**src/rtl/icpu_pkg.sv**
```systemverilog
package icpu_pkg;
  localparam int ID_W        = 10;
  localparam int CPU_LSB     = 10;
  localparam int REG_CTRL    = 0;
  localparam int REG_PMASK   = 1;
  localparam int REG_ACK     = 2;
  localparam int REG_EOI     = 3;
  localparam logic [ID_W-1:0] SPURIOUS_ID = 10'd1023;
  localparam logic [7:0]      PMASK_RESET = 8'hF0;
endpackage

```
**src/rtl/icpu_prio_pick.sv**
```systemverilog
// Chooses the requesting source with the numerically lowest priority byte;
// the strict compare keeps the lowest index on a tie.
module icpu_prio_pick #(
  parameter int N_SRC  = 32,
  parameter int PRIO_W = 8,
  parameter int IDW    = 10
) (
  input  logic [N_SRC-1:0]        req,
  input  logic [N_SRC*PRIO_W-1:0] prio,
  output logic                    found,
  output logic [IDW-1:0]          id,
  output logic [PRIO_W-1:0]       best
);
  always_comb begin
    found = 1'b0;
    id    = '0;
    best  = '1;
    for (int i = 0; i < N_SRC; i++) begin
      if (req[i] && (!found || prio[i*PRIO_W +: PRIO_W] < best)) begin
        found = 1'b1;
        best  = prio[i*PRIO_W +: PRIO_W];
        id    = IDW'(i);
      end
    end
  end
endmodule

```
**src/rtl/icpu_active.sv**
```systemverilog
// Active bit per source; software IDs remember the requesting CPU so that
// only the exact acknowledge word retires them.
module icpu_active #(
  parameter int N_SRC = 32,
  parameter int N_SGI = 16,
  parameter int CPU_W = 3,
  parameter int IDW   = 10
) (
  input  logic             clk,
  input  logic             rst_n,
  input  logic             set_en,
  input  logic [IDW-1:0]   set_id,
  input  logic [CPU_W-1:0] set_cpu,
  input  logic             clr_en,
  input  logic [31:0]      clr_word,
  output logic [N_SRC-1:0] active
);
  localparam int HI_LSB = IDW + CPU_W;

  logic [IDW-1:0] clr_id;
  assign clr_id = clr_word[IDW-1:0];

  for (genvar i = 0; i < N_SRC; i++) begin : g_src
    logic hit;
    if (i < N_SGI) begin : g_sgi
      logic [CPU_W-1:0] cpu_q;
      always_ff @(posedge clk or negedge rst_n) begin
        if (!rst_n) cpu_q <= '0;
        else if (set_en && set_id == IDW'(i)) cpu_q <= set_cpu;
      end
      assign hit = (clr_id == IDW'(i)) &&
                   (clr_word[IDW +: CPU_W] == cpu_q) &&
                   (clr_word[31:HI_LSB] == '0);
    end else begin : g_hw
      assign hit = (clr_id == IDW'(i));
    end

    always_ff @(posedge clk or negedge rst_n) begin
      if (!rst_n)                             active[i] <= 1'b0;
      else if (set_en && set_id == IDW'(i))   active[i] <= 1'b1;
      else if (clr_en && hit)                 active[i] <= 1'b0;
    end
  end
endmodule

```
**src/rtl/irq_cpu_port.sv**
```systemverilog
module irq_cpu_port
  import icpu_pkg::*;
#(
  parameter int N_SRC     = 32,
  parameter int N_SGI     = 16,
  parameter int PRIO_W    = 8,
  parameter int CPU_W     = 3,
  parameter int ADDR_W    = 6,
  parameter int PRIO_BASE = 16
) (
  input  logic                   clk,
  input  logic                   rst_n,
  input  logic                   req_valid,
  output logic                   req_ready,
  input  logic                   req_write,
  input  logic [ADDR_W-1:0]      req_addr,
  input  logic [31:0]            req_wdata,
  output logic                   rsp_valid,
  input  logic                   rsp_ready,
  output logic [31:0]            rsp_data,
  input  logic [N_SRC-1:0]       src_pend,
  input  logic [N_SGI*CPU_W-1:0] sgi_src,
  output logic                   irq,
  output logic                   take_valid,
  output logic [ID_W-1:0]        take_id
);
  localparam int LANES      = 4;
  localparam int PRIO_WORDS = (N_SRC + LANES - 1) / LANES;

  // register state
  logic                    ctrl_en;
  logic [PRIO_W-1:0]       pmask_q;
  logic [N_SRC*PRIO_W-1:0] prio_q;
  logic [N_SRC-1:0]        active;

  // request decode
  logic req_fire, rd_fire, wr_fire, ack_rd, eoi_wr;
  assign req_ready = !rsp_valid;
  assign req_fire  = req_valid && req_ready;
  assign rd_fire   = req_fire && !req_write;
  assign wr_fire   = req_fire && req_write;
  assign ack_rd    = rd_fire && (req_addr == ADDR_W'(REG_ACK));
  assign eoi_wr    = wr_fire && (req_addr == ADDR_W'(REG_EOI));

  // candidate selection
  logic [N_SRC-1:0] elig;
  for (genvar i = 0; i < N_SRC; i++) begin : g_elig
    assign elig[i] = src_pend[i] && !active[i] &&
                     (prio_q[i*PRIO_W +: PRIO_W] < pmask_q);
  end

  logic              cand_found, run_found;
  logic [ID_W-1:0]   cand_id, run_id;
  logic [PRIO_W-1:0] cand_prio, run_prio;

  icpu_prio_pick #(.N_SRC(N_SRC), .PRIO_W(PRIO_W), .IDW(ID_W)) u_cand (
    .req(elig), .prio(prio_q), .found(cand_found), .id(cand_id), .best(cand_prio)
  );

  icpu_prio_pick #(.N_SRC(N_SRC), .PRIO_W(PRIO_W), .IDW(ID_W)) u_run (
    .req(active), .prio(prio_q), .found(run_found), .id(run_id), .best(run_prio)
  );

  logic beats_running;
  assign beats_running = !run_found || (cand_prio < run_prio);
  assign irq           = ctrl_en && cand_found && beats_running;

  // requesting CPU of the candidate, zero for hardware sources
  logic [CPU_W-1:0] cand_cpu;
  always_comb begin
    cand_cpu = '0;
    for (int i = 0; i < N_SGI; i++)
      if (cand_id == ID_W'(i)) cand_cpu = sgi_src[i*CPU_W +: CPU_W];
  end

  logic [31:0] ack_word;
  always_comb begin
    ack_word = 32'(cand_id);
    ack_word[CPU_LSB +: CPU_W] = cand_cpu;
  end

  logic ack_take;
  assign ack_take = ack_rd && irq;

  icpu_active #(.N_SRC(N_SRC), .N_SGI(N_SGI), .CPU_W(CPU_W), .IDW(ID_W)) u_act (
    .clk(clk), .rst_n(rst_n),
    .set_en(ack_take), .set_id(cand_id), .set_cpu(cand_cpu),
    .clr_en(eoi_wr), .clr_word(req_wdata),
    .active(active)
  );

  // control and threshold registers
  always_ff @(posedge clk or negedge rst_n) begin
    if (!rst_n) begin
      ctrl_en <= 1'b0;
      pmask_q <= PRIO_W'(PMASK_RESET);
    end else if (wr_fire) begin
      if (req_addr == ADDR_W'(REG_CTRL))  ctrl_en <= req_wdata[0];
      if (req_addr == ADDR_W'(REG_PMASK)) pmask_q <= req_wdata[PRIO_W-1:0];
    end
  end

  // priority bytes, four sources per word
  for (genvar i = 0; i < N_SRC; i++) begin : g_prio
    localparam int WORD = PRIO_BASE + i / LANES;
    localparam int LANE = i % LANES;
    always_ff @(posedge clk or negedge rst_n) begin
      if (!rst_n)
        prio_q[i*PRIO_W +: PRIO_W] <= '0;
      else if (wr_fire && req_addr == ADDR_W'(WORD))
        prio_q[i*PRIO_W +: PRIO_W] <= req_wdata[LANE*8 +: PRIO_W];
    end
  end

  // read mux
  logic [31:0] rd_data;
  always_comb begin
    rd_data = '0;
    if (req_addr == ADDR_W'(REG_CTRL))  rd_data[0] = ctrl_en;
    if (req_addr == ADDR_W'(REG_PMASK)) rd_data[PRIO_W-1:0] = pmask_q;
    if (req_addr == ADDR_W'(REG_ACK))   rd_data = irq ? ack_word : 32'(SPURIOUS_ID);
    for (int w = 0; w < PRIO_WORDS; w++) begin
      if (req_addr == ADDR_W'(PRIO_BASE + w)) begin
        for (int b = 0; b < LANES; b++)
          if (w * LANES + b < N_SRC)
            rd_data[b*8 +: PRIO_W] = prio_q[(w*LANES+b)*PRIO_W +: PRIO_W];
      end
    end
  end

  // response and take pulse
  always_ff @(posedge clk or negedge rst_n) begin
    if (!rst_n) begin
      rsp_valid  <= 1'b0;
      rsp_data   <= '0;
      take_valid <= 1'b0;
      take_id    <= '0;
    end else begin
      take_valid <= ack_take;
      if (ack_take) take_id <= cand_id;
      if (rd_fire) begin
        rsp_valid <= 1'b1;
        rsp_data  <= rd_data;
      end else if (rsp_ready) begin
        rsp_valid <= 1'b0;
      end
    end
  end
endmodule

```
**config.mk**
```make
export PLATFORM = sky130hd
export DESIGN_NAME = irq_cpu_port
export DESIGN_NICKNAME = d
export VERILOG_FILES = /design/src/rtl/icpu_pkg.sv /design/src/rtl/icpu_prio_pick.sv /design/src/rtl/icpu_active.sv /design/src/rtl/irq_cpu_port.sv
export SDC_FILE = /design/constraint.sdc
export NUM_CORES = 2
export LEC_CHECK = 0
export ABC_CLOCK_PERIOD_IN_PS = 133400
export BUFFER_PORTS_ARGS = -buffer_cell sky130_fd_sc_hd__buf_2
export CORE_MARGIN = 1
export CORE_UTILIZATION = 47
export DETAILED_ROUTE_END_ITERATION = 12
export PLACE_DENSITY = 0.72
export SLEW_MARGIN = 20
export SYNTH_ARGS = -nofsm -noshare
export SYNTH_HDL_FRONTEND = slang
export SYNTH_SLANG_ARGS = --single-unit
```
**constraint.sdc**
```tcl
create_clock -name clk -period 133.4 [get_ports clk]
set_input_delay 26.68 -clock clk [delete_from_list [all_inputs] [get_ports clk]]
set_output_delay 26.68 -clock clk [all_outputs]
set_load 0.1 [all_outputs]
```
==> flow_metrics.tcl <==
set metrics [dict create \
    area_growth_syn_to_layout_pct 7.47 \
    critPathCaptureType "output port" \
    ys_seq_area_share_pct 21.7 \
    wl_mm 175 \
    crit_required_ns 106.72 \
    cts_resized 0 \
    power.total_mw 1.06 \
    top_usage_layer "met2" \
    yosysTopAreaCellShare_pct 21.4 \
    yosys-top-cells-area "dfrtp_1 (21%), ha_1 (17%), mux2_2 (10%)" \
    die_w_um 309 \
    synth_cells 5320 \
    grt_use_met3_pct 9.13 \
    setup_violations 0 \
    crit_arrival_ns 98.73 \
    core_area_mm2 0.0933 \
    track_usage_pct 36.0 \
    ys_warn_count 0 \
    grt_start_max_net_pins 120 \
    grt_use_met1_pct 48.0 \
    ys_top_cells_by_count "ha_1 (607), inv_1 (439), o21ai_0 (435)" \
    rows 112 \
    cpMostUsedCell "a21oi_1" \
    start_kind "primary input" \
    initial_core_util_pct 47.5 \
    numClockSinks 384 \
    slew_headroom_pct 24.7 \
    leakagePower_nw 23.7 \
    power_density_mw_per_mm2 22.2 \
    hold_viol 0 \
    viasPerCell 6.57 \
    hold_path_class "reg -> reg" \
    drc 0 \
    nets 6100 \
    postSynthAreaPerCell_um2 8.33 \
    fin_crit_sh_pct 94.0 \
    grtUsageMet2_pct 53.3 \
    num_vias 43800 \
    critPathMaxFanout 25 \
    holdBufCountCts 0 \
    clk_latency_ns 0.64 \
    synth.largest_area_cell "dfrtp_1" \
    skew_ns 0.0591 \
    fin_crit_ns 125.41 \
    drtIter0Drc 5261 \
    dieHeight_um 309 \
    tightest_slew_ns 1.12 \
    clk_pin_slew_ns 0.06 \
    ir_drop_uv 27.4 \
    antenna_found_initial 9 \
    post_drt_wl_per_cell_um 26.3 \
    drive_gt1_share_pct 15.8 \
    fmax_ghz 0.00797 \
    synth_seq_cells 384 \
    rsz0062_at_grt "no" \
    dpl.hpwl_mm 136 \
    syn_area_mm2 0.0443 \
    cts_tree "done" \
    ant_nets 0 \
    multiInputGateArea_mm2 0.0321 \
    setup_tns_ns 0 \
    cpMaxStageDelayCell "nor2_1" \
    num_io_pins 169 \
    grt_pass1_wl_mm 260 \
    grt_pass1_vias 40600 \
    ys_async_sr_fraction_pct 100 \
    cts_max_level 2 \
    status "completed" \
    critPathMaxStageDelay_ns 0.79 \
    cts_buffers 42 \
    synth.most_common_cell "ha_1" \
    ff_latch_area_mm2 0.00961 \
    port_buffers 163 \
    cap_viol_max_count 0 \
    cts_buffer_depth 3 \
    fill_cells 8857 \
    grt-ovfl-total 0 \
    slew_viol_final 0 \
    dr.pass1.iters 6 \
    gp_congestion 1.02 \
    post-cts-setup-buffers 0 \
    synth_ff_type "dfrtp_1" \
    synthDistinctLibCells 138 \
    cts_root_buf "clkbuf_16" \
    path_class "in -> out" \
    synth_edf_count 0 \
    die_area_mm2 0.0956 \
]
## metrics by stage
step	setup WS [ns]	hold WS, ns	util [%]	cells	instance area [um2]
final	7.99	0.473	51.1	6665	47700
after global routing	1.67	0.497	51.0	6659	47600
after CTS	8.39	0.480	51.0	6656	47600
after detailed placement	8.63	0.466	49.4	6578	46100
after global placement	10.96	0.459	49.4	6578	46100
after floorplan	17.07	0.470	-	5324	44400
## final timing paths
check                                          from                                         to  slack (ns)  cells after the start
setup / recovery                        src_pend[0]                                        irq        7.99                    330
hold / removal             rsp_data[21]$_DFFE_PN0P_                   rsp_data[21]$_DFFE_PN0P_        0.47                      2
setup reg to reg             pmask_q[7]$_DFFE_PN1P_  u_act.g_src[5].g_sgi.cpu_q[2]$_DFFE_PN0P_       58.37                    333
hold reg to reg            rsp_data[21]$_DFFE_PN0P_                   rsp_data[21]$_DFFE_PN0P_        0.47                      2
max in group asynchronous                     rst_n  u_act.g_src[5].g_sgi.cpu_q[2]$_DFFE_PN0P_      105.02                      3
min in group asynchronous                     rst_n                    prio_q[231]$_DFFE_PN0P_       26.06                      1
## cell type report
class | count | area share (%)
clock buffers | 57 | 2.41
repair buffers | 219 | 2.65
diodes | 7 | 0.0368
inverters | 442 | 3.48
clock inverters | 21 | 0.620
multi-input cells | 4281 | 67.3
well taps | 1254 | 3.29
flip-flops and latches | 384 | 20.2
## logic make-up after synthesis
family	after synthesis	synth area share, %
mux	549	13.9
simple gates	1487	16.6
flops	384	21.7
fa+ha+maj	619	17.4
buf+inv	659	6.14
other cells	1	0.00846
xor+xnor	64	1.26
compound gates	1557	22.9
## worst max-delay path, delay by kind of cell
kind | cells | cell delay [ns]
and+or+nand+nor | 108 | 22.30
muxes | 13 | 4.86
buffers and inverters | 28 | 3.50
AOI/OAI and AO/OA | 149 | 31.88
adders and majority gates | 32 | 9.27
## cell usage in the layout, fill, tap and decap left out, types with 33 or more instances in the layout
master	Yosys	layout
inv_1	439	435
nand4_1	84	84
nand2_1	434	434
and3_1	46	46
xnor2_1	61	61
nand3_1	96	96
o21a_1	59	59
nand2b_1	90	90
nor2_1	336	334
nor2b_1	123	123
o211ai_1	33	33
a211oi_1	46	46
mux2i_1	129	129
ha_1	607	607
dfrtp_1	380	380
a21oi_1	362	362
clkbuf_16	0	42
a21o_1	138	138
o21ai_1	47	45
nor3_1	78	74
a22oi_1	50	50
o21ai_0	435	435
buf_2	20	161
o31ai_1	35	34
buf_4	28	55
mux2_2	402	402
## registers in the layout, summed over array words and instances (netlist names)
name	cells
pmask_q	8
ctrl_en	1
prio_q	256
rsp_data	32
take_id	5
rsp_valid	1
take_valid	1
u_act.active	32
u_act.g_src.g_sgi.cpu_q	48
## metal layers
metal | share of wire (%) | vias to the layer above
met5 | 0.029 | -
li1 | - | 19600
met1 | 40 | 20900
met4 | 6.2 | 8
met2 | 42 | 2723
met3 | 12 | 562
## power breakdown
group / switching [mW] / internal (mW)
registers: 0.0221 / 0.123
clock network: 0.0552 / 0.0696
logic: 0.514 / 0.274
total: 0.591 / 0.467
No activity file was read; power rests on OpenSTA's default activity.
